==> config.mk <==
export PLATFORM = sky130hd
export DESIGN_NAME = mac_periph
export DESIGN_NICKNAME = d
export VERILOG_FILES = /design/src/rtl/mac_pkg.sv /design/src/rtl/mac_mult.sv /design/src/rtl/mac_accum.sv /design/src/rtl/mac_periph.sv
export SDC_FILE = /design/constraint.sdc
export NUM_CORES = 1
export LEC_CHECK = 0
export ABC_CLOCK_PERIOD_IN_PS = 6600
export BUFFER_PORTS_ARGS = -buffer_cell sky130_fd_sc_hd__buf_4
export CORE_AREA = 3 3 230 176
export CTS_BUF_LIST = sky130_fd_sc_hd__clkbuf_16
export CTS_CLUSTER_DIAMETER = 30
export DETAILED_ROUTE_END_ITERATION = 10
export DIE_AREA = 0 0 233 179
export GPL_TIMING_DRIVEN = 0
export SLEW_MARGIN = 40
export SYNTH_ARGS = -nofsm -noshare
export SYNTH_HDL_FRONTEND = slang
export SYNTH_SLANG_ARGS = --single-unit
==> constraint.sdc <==
create_clock -name clk -period 6.6 [get_ports clk]
set_input_delay 1.32 -clock clk [delete_from_list [all_inputs] [get_ports clk]]
set_output_delay 1.32 -clock clk [all_outputs]
set_load 0.02 [all_outputs]
==> src/rtl/mac_pkg.sv <==
package mac_pkg;

   // bit 0: operands are two's complement, bit 1: add into the accumulator
   typedef enum logic [1:0] {
      MODE_UMPY = 2'd0,
      MODE_SMPY = 2'd1,
      MODE_UMAC = 2'd2,
      MODE_SMAC = 2'd3
   } mac_mode_t;

   // word map of the register window
   localparam logic [2:0] WA_OPB   = 3'd4;
   localparam logic [2:0] WA_RLO   = 3'd5;
   localparam logic [2:0] WA_RHI   = 3'd6;
   localparam logic [2:0] WA_REXT  = 3'd7;

   function automatic logic mode_signed(input mac_mode_t m);
      return m[0];
   endfunction

   function automatic logic mode_accum(input mac_mode_t m);
      return m[1];
   endfunction

endpackage

==> src/rtl/mac_mult.sv <==
module mac_mult
   import mac_pkg::*;
#(
   parameter int DW = 16
)(
   input  logic            clk,
   input  logic            rst_n,
   input  logic            start,
   input  logic [DW-1:0]   opa,
   input  logic [DW-1:0]   opb,
   input  mac_mode_t       mode,
   output logic            prod_vld,
   output logic [2*DW-1:0] prod,
   output mac_mode_t       prod_mode
);
   localparam int PW = 2 * DW;
   localparam int XW = DW + 1;

   logic          sgn;
   logic [XW-1:0] xa, xb;
   logic [2*XW-1:0] full;

   assign sgn = mode_signed(mode);
   // one extra top bit: sign copy in signed mode, zero otherwise;
   // the low PW bits of the widened product are correct in both modes
   assign xa   = {sgn & opa[DW-1], opa};
   assign xb   = {sgn & opb[DW-1], opb};
   assign full = $signed(xa) * $signed(xb);

   always_ff @(posedge clk or negedge rst_n) begin
      if (!rst_n) begin
         prod_vld  <= 1'b0;
         prod      <= '0;
         prod_mode <= MODE_UMPY;
      end else begin
         prod_vld <= start;
         if (start) begin
            prod      <= full[PW-1:0];
            prod_mode <= mode;
         end
      end
   end

endmodule

==> src/rtl/mac_accum.sv <==
module mac_accum
   import mac_pkg::*;
#(
   parameter int DW = 16
)(
   input  logic            clk,
   input  logic            rst_n,
   input  logic            prod_vld,
   input  logic [2*DW-1:0] prod,
   input  mac_mode_t       prod_mode,
   input  logic            lo_we,
   input  logic            hi_we,
   input  logic [DW-1:0]   wval,
   output logic [DW-1:0]   res_lo,
   output logic [DW-1:0]   res_hi,
   output logic [DW-1:0]   res_ext
);
   localparam int PW = 2 * DW;

   logic [PW-1:0] base;
   logic [PW:0]   sum;
   logic [DW-1:0] ext_nxt;

   assign base = mode_accum(prod_mode) ? {res_hi, res_lo} : '0;
   assign sum  = {1'b0, base} + {1'b0, prod};

   always_comb begin
      if (mode_signed(prod_mode))
         ext_nxt = {DW{sum[PW-1]}};
      else if (mode_accum(prod_mode))
         ext_nxt = DW'(sum[PW]);
      else
         ext_nxt = '0;
   end

   always_ff @(posedge clk or negedge rst_n) begin
      if (!rst_n) begin
         res_lo  <= '0;
         res_hi  <= '0;
         res_ext <= '0;
      end else if (prod_vld) begin
         res_lo  <= sum[DW-1:0];
         res_hi  <= sum[PW-1:DW];
         res_ext <= ext_nxt;
      end else begin
         if (lo_we) res_lo <= wval;
         if (hi_we) res_hi <= wval;
      end
   end

   AST_EXT_LEGAL: assert property (@(posedge clk) disable iff (!rst_n)
      (res_ext == '0) || (res_ext == DW'(1)) || (res_ext == '1));

   AST_SIGNED_EXT: assert property (@(posedge clk) disable iff (!rst_n)
      $past(prod_vld && prod_mode[0]) |-> (res_ext == {DW{res_hi[DW-1]}}));

   AST_UMPY_EXT_ZERO: assert property (@(posedge clk) disable iff (!rst_n)
      $past(prod_vld && prod_mode == MODE_UMPY) |-> (res_ext == '0));

   AST_UMAC_CARRY: assert property (@(posedge clk) disable iff (!rst_n)
      $past(prod_vld && prod_mode == MODE_UMAC) |-> (res_ext <= DW'(1)));

   AST_RES_HOLD: assert property (@(posedge clk) disable iff (!rst_n)
      (!prod_vld && !lo_we && !hi_we) |=> ($stable(res_lo) && $stable(res_hi) && $stable(res_ext)));

   AST_EXT_NO_WRITE: assert property (@(posedge clk) disable iff (!rst_n)
      !prod_vld |=> $stable(res_ext));

endmodule

==> src/rtl/mac_periph.sv <==
module mac_periph
   import mac_pkg::*;
#(
   parameter int DW = 16
)(
   input  logic          clk,
   input  logic          rst_n,
   input  logic [2:0]    bus_addr,
   input  logic [DW-1:0] bus_wdata,
   input  logic          bus_byte,
   input  logic          bus_wr,
   input  logic          bus_rd,
   output logic [DW-1:0] bus_rdata
);
   localparam int PW = 2 * DW;

   generate
      if (DW < 8) begin : g_bad_width
         $error("mac_periph: DW must be at least 8 for byte writes");
      end
   endgenerate

   logic [DW-1:0] wval;
   logic          opa_we, start, lo_we, hi_we;
   logic [DW-1:0] opa_q, opb_q;
   mac_mode_t     mode_q;

   logic            prod_vld;
   logic [PW-1:0]   prod;
   mac_mode_t       prod_mode;
   logic [DW-1:0]   res_lo, res_hi, res_ext;

   assign wval   = bus_byte ? DW'(bus_wdata[7:0]) : bus_wdata;
   assign opa_we = bus_wr && !bus_addr[2];
   assign start  = bus_wr && (bus_addr == WA_OPB);
   assign lo_we  = bus_wr && (bus_addr == WA_RLO);
   assign hi_we  = bus_wr && (bus_addr == WA_RHI);

   always_ff @(posedge clk or negedge rst_n) begin
      if (!rst_n) begin
         opa_q  <= '0;
         opb_q  <= '0;
         mode_q <= MODE_UMPY;
      end else begin
         if (opa_we) begin
            opa_q  <= wval;
            mode_q <= mac_mode_t'(bus_addr[1:0]);
         end
         if (start) opb_q <= wval;
      end
   end

   mac_mult #(.DW(DW)) u_mult (
      .clk       (clk),
      .rst_n     (rst_n),
      .start     (start),
      .opa       (opa_q),
      .opb       (wval),
      .mode      (mode_q),
      .prod_vld  (prod_vld),
      .prod      (prod),
      .prod_mode (prod_mode)
   );

   mac_accum #(.DW(DW)) u_accum (
      .clk       (clk),
      .rst_n     (rst_n),
      .prod_vld  (prod_vld),
      .prod      (prod),
      .prod_mode (prod_mode),
      .lo_we     (lo_we),
      .hi_we     (hi_we),
      .wval      (wval),
      .res_lo    (res_lo),
      .res_hi    (res_hi),
      .res_ext   (res_ext)
   );

   always_comb begin
      bus_rdata = '0;
      if (bus_rd) begin
         unique case (bus_addr)
            WA_OPB:  bus_rdata = opb_q;
            WA_RLO:  bus_rdata = res_lo;
            WA_RHI:  bus_rdata = res_hi;
            WA_REXT: bus_rdata = res_ext;
            default: bus_rdata = opa_q;
         endcase
      end
   end

   AST_OPA_HOLD: assert property (@(posedge clk) disable iff (!rst_n)
      !opa_we |=> ($stable(opa_q) && $stable(mode_q)));

   AST_START_LATENCY: assert property (@(posedge clk) disable iff (!rst_n)
      start |=> prod_vld);

   AST_OPB_LOAD: assert property (@(posedge clk) disable iff (!rst_n)
      start |=> (opb_q == $past(wval)));

endmodule

## Word level (Yosys, flattened, before mapping)

Cells that the tools add are included.

- Add/sub/neg operators: 1
- Multipliers: 1
- Div/mod/pow operators: 0
- Magnitude comparators: 0
- Eq/ne operators: 4
- Shifts and indexed selects: 0
- Mux-type cells: 10
- Bitwise logic cells: 2
- Reduce and logical (&&, ||, !) cells: 7

Operators by type and width:

| cell | count |
|---|---|
| 16-bit two-way mux | 7 |
| 16-bit one-hot mux with 4 select lines | 1 |
| 32-bit by 32-bit adder with 33-bit output | 1 |
| 17-bit by 17-bit multiplier with 32-bit output | 1 |
| 32-bit two-way mux | 1 |
| 3-bit == test, second input constant | 4 |
| 1-bit logical AND | 4 |
| 2-bit nonzero test | 2 |
| 1-bit bitwise AND | 2 |
| 1-bit logical NOT | 1 |
| 1-bit two-way mux | 1 |

- Register bits after elaboration: 117
- Latch bits: 0
- RAM bits: 0
- Bits in read-only memories: 0
- Bits of input ports: 24
- Word-level logic and storage cells: 34
- Memories: 0

## Logic depth before layout (Yosys ltp)

- Depth after elaboration: 4
- Mapped depth: 25
- Depth with buffers taken out: 23

## Cells and area by module

From an unflattened synthesis, not the netlist that was laid out.

- Cell total of the unflattened synthesis: 1942
- Area, all modules: 17601.9 um2

By module, submodules not included:

| module | instances | cells an instance | area an instance (um2) | sequential area each (um2) |
|---|---|---|---|---|
| mac_mult | 1 | 1303 | 12005.3 | 875.8 |
| mac_accum | 1 | 435 | 3602.2 | 850.8 |
| mac_periph | 1 | 204 | 1994.4 | 850.8 |

## Worst setup path after synthesis

OpenSTA, ideal clock, no wires.

- Path type: input-to-reg
- From: in bus_byte
- To: reg u_mult.prod[29]
- Setup time: 0.069 ns
- Arrival: 6.811 ns
- Slack: -0.279 ns
- Cell stages on the path: 19
- Cell sequence: clkbuf_1 > nor2b_1 > clkbuf_1 > nand2_1 > fa_1 > inv_1 > fa_1 > fa_1 > fa_1 > fa_1 > fa_1 > ha_1 > and2_1 > a221o_1 > a31o_2 > o21ai_2 > nand3_2 > a2111o_1 > nand3_1

- Word-level cells in the longest chain between the ends: 3

RTL lines:

| item | line | RTL |
|---|---|---|
| from (decl) | mac_periph.sv:10 | `input logic bus_byte,` |
| 16-bit two-way mux (*) | mac_periph.sv:33 | `assign wval = bus_byte ? DW'(bus_wdata[7:0]) : bus_wdata;` |
| 1-bit bitwise AND | mac_mult.sv:27 | `assign xb = {sgn & opb[DW-1], opb};` |
| 17-bit by 17-bit multiplier with 32-bit output (*) | mac_mult.sv:28 | `assign full = $signed(xa) * $signed(xb);` |
| to (signal assigned) | mac_mult.sv:38 | `prod <= full[PW-1:0];` |
| to (decl) | mac_mult.sv:13 | `output logic [2*DW-1:0] prod,` |

Mark *: on every way between the ends. The rest lies on a longest branch, timed or not.
A chain may end at the register's enable or synchronous reset.

## Final worst setup path

- From: in bus_byte
- To: reg u_mult.prod[27]

The elaborated chain is that of the path after synthesis.

==> run_results.csv <==
group,metric,value,unit
status,outcome,"complete, but fails checks",
status,violations,"negative setup slack",
power_and_ir_drop,power.total,0.00972,W
clocking,clkSinkCount,103,
yosys,netlist_area,0.0172,sq mm
placed_design,place_area,0.0183,sq mm
placed_design,dp_slack,-1.37,ns
yosys,synth_top_family_by_area,"adder cells",
yosys,synth_xor_area_frac,0.0264,
yosys,synthAdderAreaFrac,0.411,
setup_path,critPathLaunch,"bus_byte",
power_and_ir_drop,power_frac_comb,0.834,
setup_path,r2r_end,"u_mult.prod[29]",
grt,busiest_layer,"met1",
final_layout,fin_util,0.518,
yosys,synth.avg_cell_area,8.69,sq um
routing,ant_nets,0,
yosys,ys_types,64,
power_and_ir_drop,p_int,0.00462,W
yosys,syn_nets,2405,
setup_path,r2r-start,"opa_q[7]",
floorplanning,rows,62,
grt,grt_first_pass_wirelength,86000,microns
final_layout,mostFrequentLayoutCells,"inv_1 (331), nand2_1 (296), fa_1 (273), and2_1 (144), dfrtp_1 (102)",
clocking,tritoncts,"built",
clocking,cts_root_buf,"clkbuf_16",
routing,via_count,14300,
grt,grt_pass1_vias,14100,
final_layout,final_common_cell,"inv_1",
yosys,ys.flop_type,"dfrtp_1",
sta,worst_slack,-0.186,ns
placed_design,portBuffers,39,
grt,grtUsageMet1,0.419,
floorplanning,die_w,233,microns
yosys,synth_compound_gate_area_share,0.110,
routing,first_pass_iters,5,
grt,grt_use_met2,0.401,
power_and_ir_drop,ir_drop,0.701,mV
setup_path,rrSetupSlack,0.03,ns
power_and_ir_drop,p_sw,0.00510,W
final_layout,design_area,0.0198,sq mm
clocking,insertion_delay,0.36,ns
power_and_ir_drop,switching_share,0.524,
yosys,yosysWarnings,0,
clocking,cts_buffer_depth,2,
hold_path,hold_end,"u_mult.prod_mode[1]",
setup_path,cp-start-kind,"input pin",
yosys,synthArstFlopShare,1.00,
routing,viasPerCell,5.52,
setup_path,cp_common_cell,"fa_1",
clocking,htree_levels,3,
power_and_ir_drop,power_leakage,9.59,nW
sta,fin_crit_sh,1.03,
routing,drcViolationCount,0,
floorplanning,initial_core_util,0.451,
routing,drt_iter0_markers,1200,
sta,drv_slew,0,
run,drv_cap,0,
power_and_ir_drop,pwr-share-clk,0.053,
yosys,muxShareOfSynthArea,0.0285,
hold_path,hp-start,"mode_q[1]",
grt,grt_max_degree,104,
hold_path,worstHoldPathCells,2,
final_layout,drive_gt1_frac,0.136,
sta,rsz0062_at_grt,"yes",
yosys,synth-simple-area-share,0.175,
yosys,synth_top_area_frac,0.329,
floorplanning,fp.dieH,179,microns
yosys,synth_edf_count,0,
setup_path,critPathRequiredTime,6.87,ns
setup_path,crit_chain,"buf_16 > clkbuf_16 > nor2b_4 > buf_8 > nand2_1 > fa_1 > inv_1 > fa_1 > fa_1 > fa_1 > fa_1 > inv_1 > fa_1 > inv_1 > ha_4 > nand3_4 > nor3_4 > o311ai_4 > a31oi_4 > nor2_2 > o21bai_1 > a211oi_2 > o31ai_1",
placed_design,finalWeightedCongestion,0.961,
setup_path,cp.arrival,7.06,ns
grt,grt_usage,0.276,
final_layout,area_delta_synth_final,14.9,%
sta,hold_viol_final,0,
sta,fmax,0.147,GHz
routing,drt_wl_total,56200,microns
sta,skew,0.0134,ns
hold_path,hold_class,"register to register",
floorplanning,die_area,0.0417,sq mm
power_and_ir_drop,p_seq_frac,0.113,
clocking,cts_buffers,9,
placed_design,dp_hpwl,44200,microns
yosys,synth-seq-cells,103,
floorplanning,core,0.0382,sq mm
clocking,path_clk_slew,0.08,ns
sta,slew_headroom,0.441,
yosys,yosys-top-cells-area,"fa_1 (33%), dfrtp_1 (15%), ha_1 (8.3%), inv_1 (7.5%), nand2_1 (6.7%)",
grt,antenna_found_initial,2,
grt,grt_overflow,0,
sta,period_needed,6.79,ns
setup_path,critPathMaxStageDelay,0.55,ns
final_layout,layout.nets,2488,
routing,routedWlPerCell,21.7,microns
setup_path,critPathCaptureType,"register",
setup_path,rr_worst_depth,20,
grt,gr-usage-met3,0.0654,
setup_path,critical_path_class,"input pin to register",
sta,setup_viol,7,
setup_path,cp_slowest_cell,"fa_1",
yosys,synth_cells,1984,
yosys,yosysTopAreaCell,"fa_1",
setup_path,crit_fanout,8,
yosys,synth-seq-area-share,0.150,
power_and_ir_drop,power.density,491,mW/mm^2
floorplanning,io_pins,40,
sta,tightestPinTransition,0.838,ns
cells in the mapped netlist (all sizes together), types with 8 or more instances:
master	instances
and2	148
a21o	10
xnor2	32
nor2	65
nor2b	13
o31ai	9
o21ai	106
a211oi	25
clkbuf	94
inv	345
fa	283
nand2b	19
mux2	15
dfrtp	103
buf	13
and3	11
nand3	28
ha	114
a21oi	68
a21boi	17
o21bai	8
xor2	20
o211ai	9
nand2	306
o21a	9
nor3	10
mux2i	30
kinds of logic after synthesis:
kind of cell / after synthesis
flip-flops: 103
XOR/XNOR: 52
AO/OA/AOI/OAI: 300
buffers and inverters: 453
AND/OR/NAND/NOR: 633
multiplexers: 46
adder cells (fa/ha/maj): 397
area by class of cell:
| type | instances | area (sq um) |
|---|---|---|
| clock buffer | 9 | 225 |
| timing repair buffer | 89 | 822 |
| buffer | 90 | 634 |
| sequential | 103 | 2580 |
| multi-input combinational | 1428 | 13600 |
| inverter | 346 | 1300 |
| antenna | 5 | 12.5 |
| clock inverter | 6 | 38.8 |
| fill | 3620 | 18400 |
| tap | 512 | 641 |
worst max path at each step:
stage | depth (start not counted) | slack, ns | end
floorplan | 19 | -0.004 | u_mult.prod[29]
global placement | 23 | -1.38 | u_mult.prod[31]
detailed placement | 23 | -1.37 | u_mult.prod[31]
CTS | 21 | -0.06 | u_mult.prod[30]
global route | 23 | -0.26 | u_mult.prod[27]
finish | 23 | -0.19 | u_mult.prod[27]
flip-flops by register name, indices dropped and copies added (netlist names), 2 cells and up:
| signal | count |
|---|---|
| opa_q | 16 |
| u_mult.prod_mode | 2 |
| u_mult.prod | 32 |
| mode_q | 2 |
| u_accum.res_hi | 16 |
| u_accum.res_lo | 16 |
| opb_q | 16 |
| u_accum.res_ext | 2 |
worst max-delay path: cells and delay by family:
family,cells,cell delay (ns)
AO/OA/AOI/OAI,5,0.93
adder cells (fa/ha/maj),7,3.34
AND/OR/NAND/NOR,5,0.77
buffers and inverters,6,0.66
metrics by stage:
step	setup TNS, ns	hold slack [ns]	cells
2_1_floorplan	-0.00376	0.433	1984
3_3_place_gp	-16.05	0.454	2535
3_5_place_dp	-17.14	0.462	2535
4_1_cts	-0.271	0.478	2559
5_1_grt	-1.77	0.508	2583
6_report	-0.928	0.479	2588
layer usage:
metal	up-vias	part of all wire
met2	505	0.43
met5	-	0
met4	0	0.020
li1	6380	-
met3	69	0.083
met1	7322	0.47
power by group through the flow:
stage	combinational [W]	sequential, W	clock [W]
finish	0.00810	0.00110	0.000515
detailed placement	0.00611	0.00105	0
CTS	0.00696	0.00107	0.000512
global route	0.00889	0.00111	0.000538
floorplan	0.00460	0.000925	0
global placement	0.00606	0.00105	0
repair_timing:
item                                    in CTS  in global routing
endpoints found under the setup margin      17                 16
setup buffers                               20                 27
gates resized for setup                    119                110
gates cloned                                 2                  0
hold buffers                                 0                  0
pin swaps                                   32                 50
Note: power is estimated with default switching activity, not from simulation.
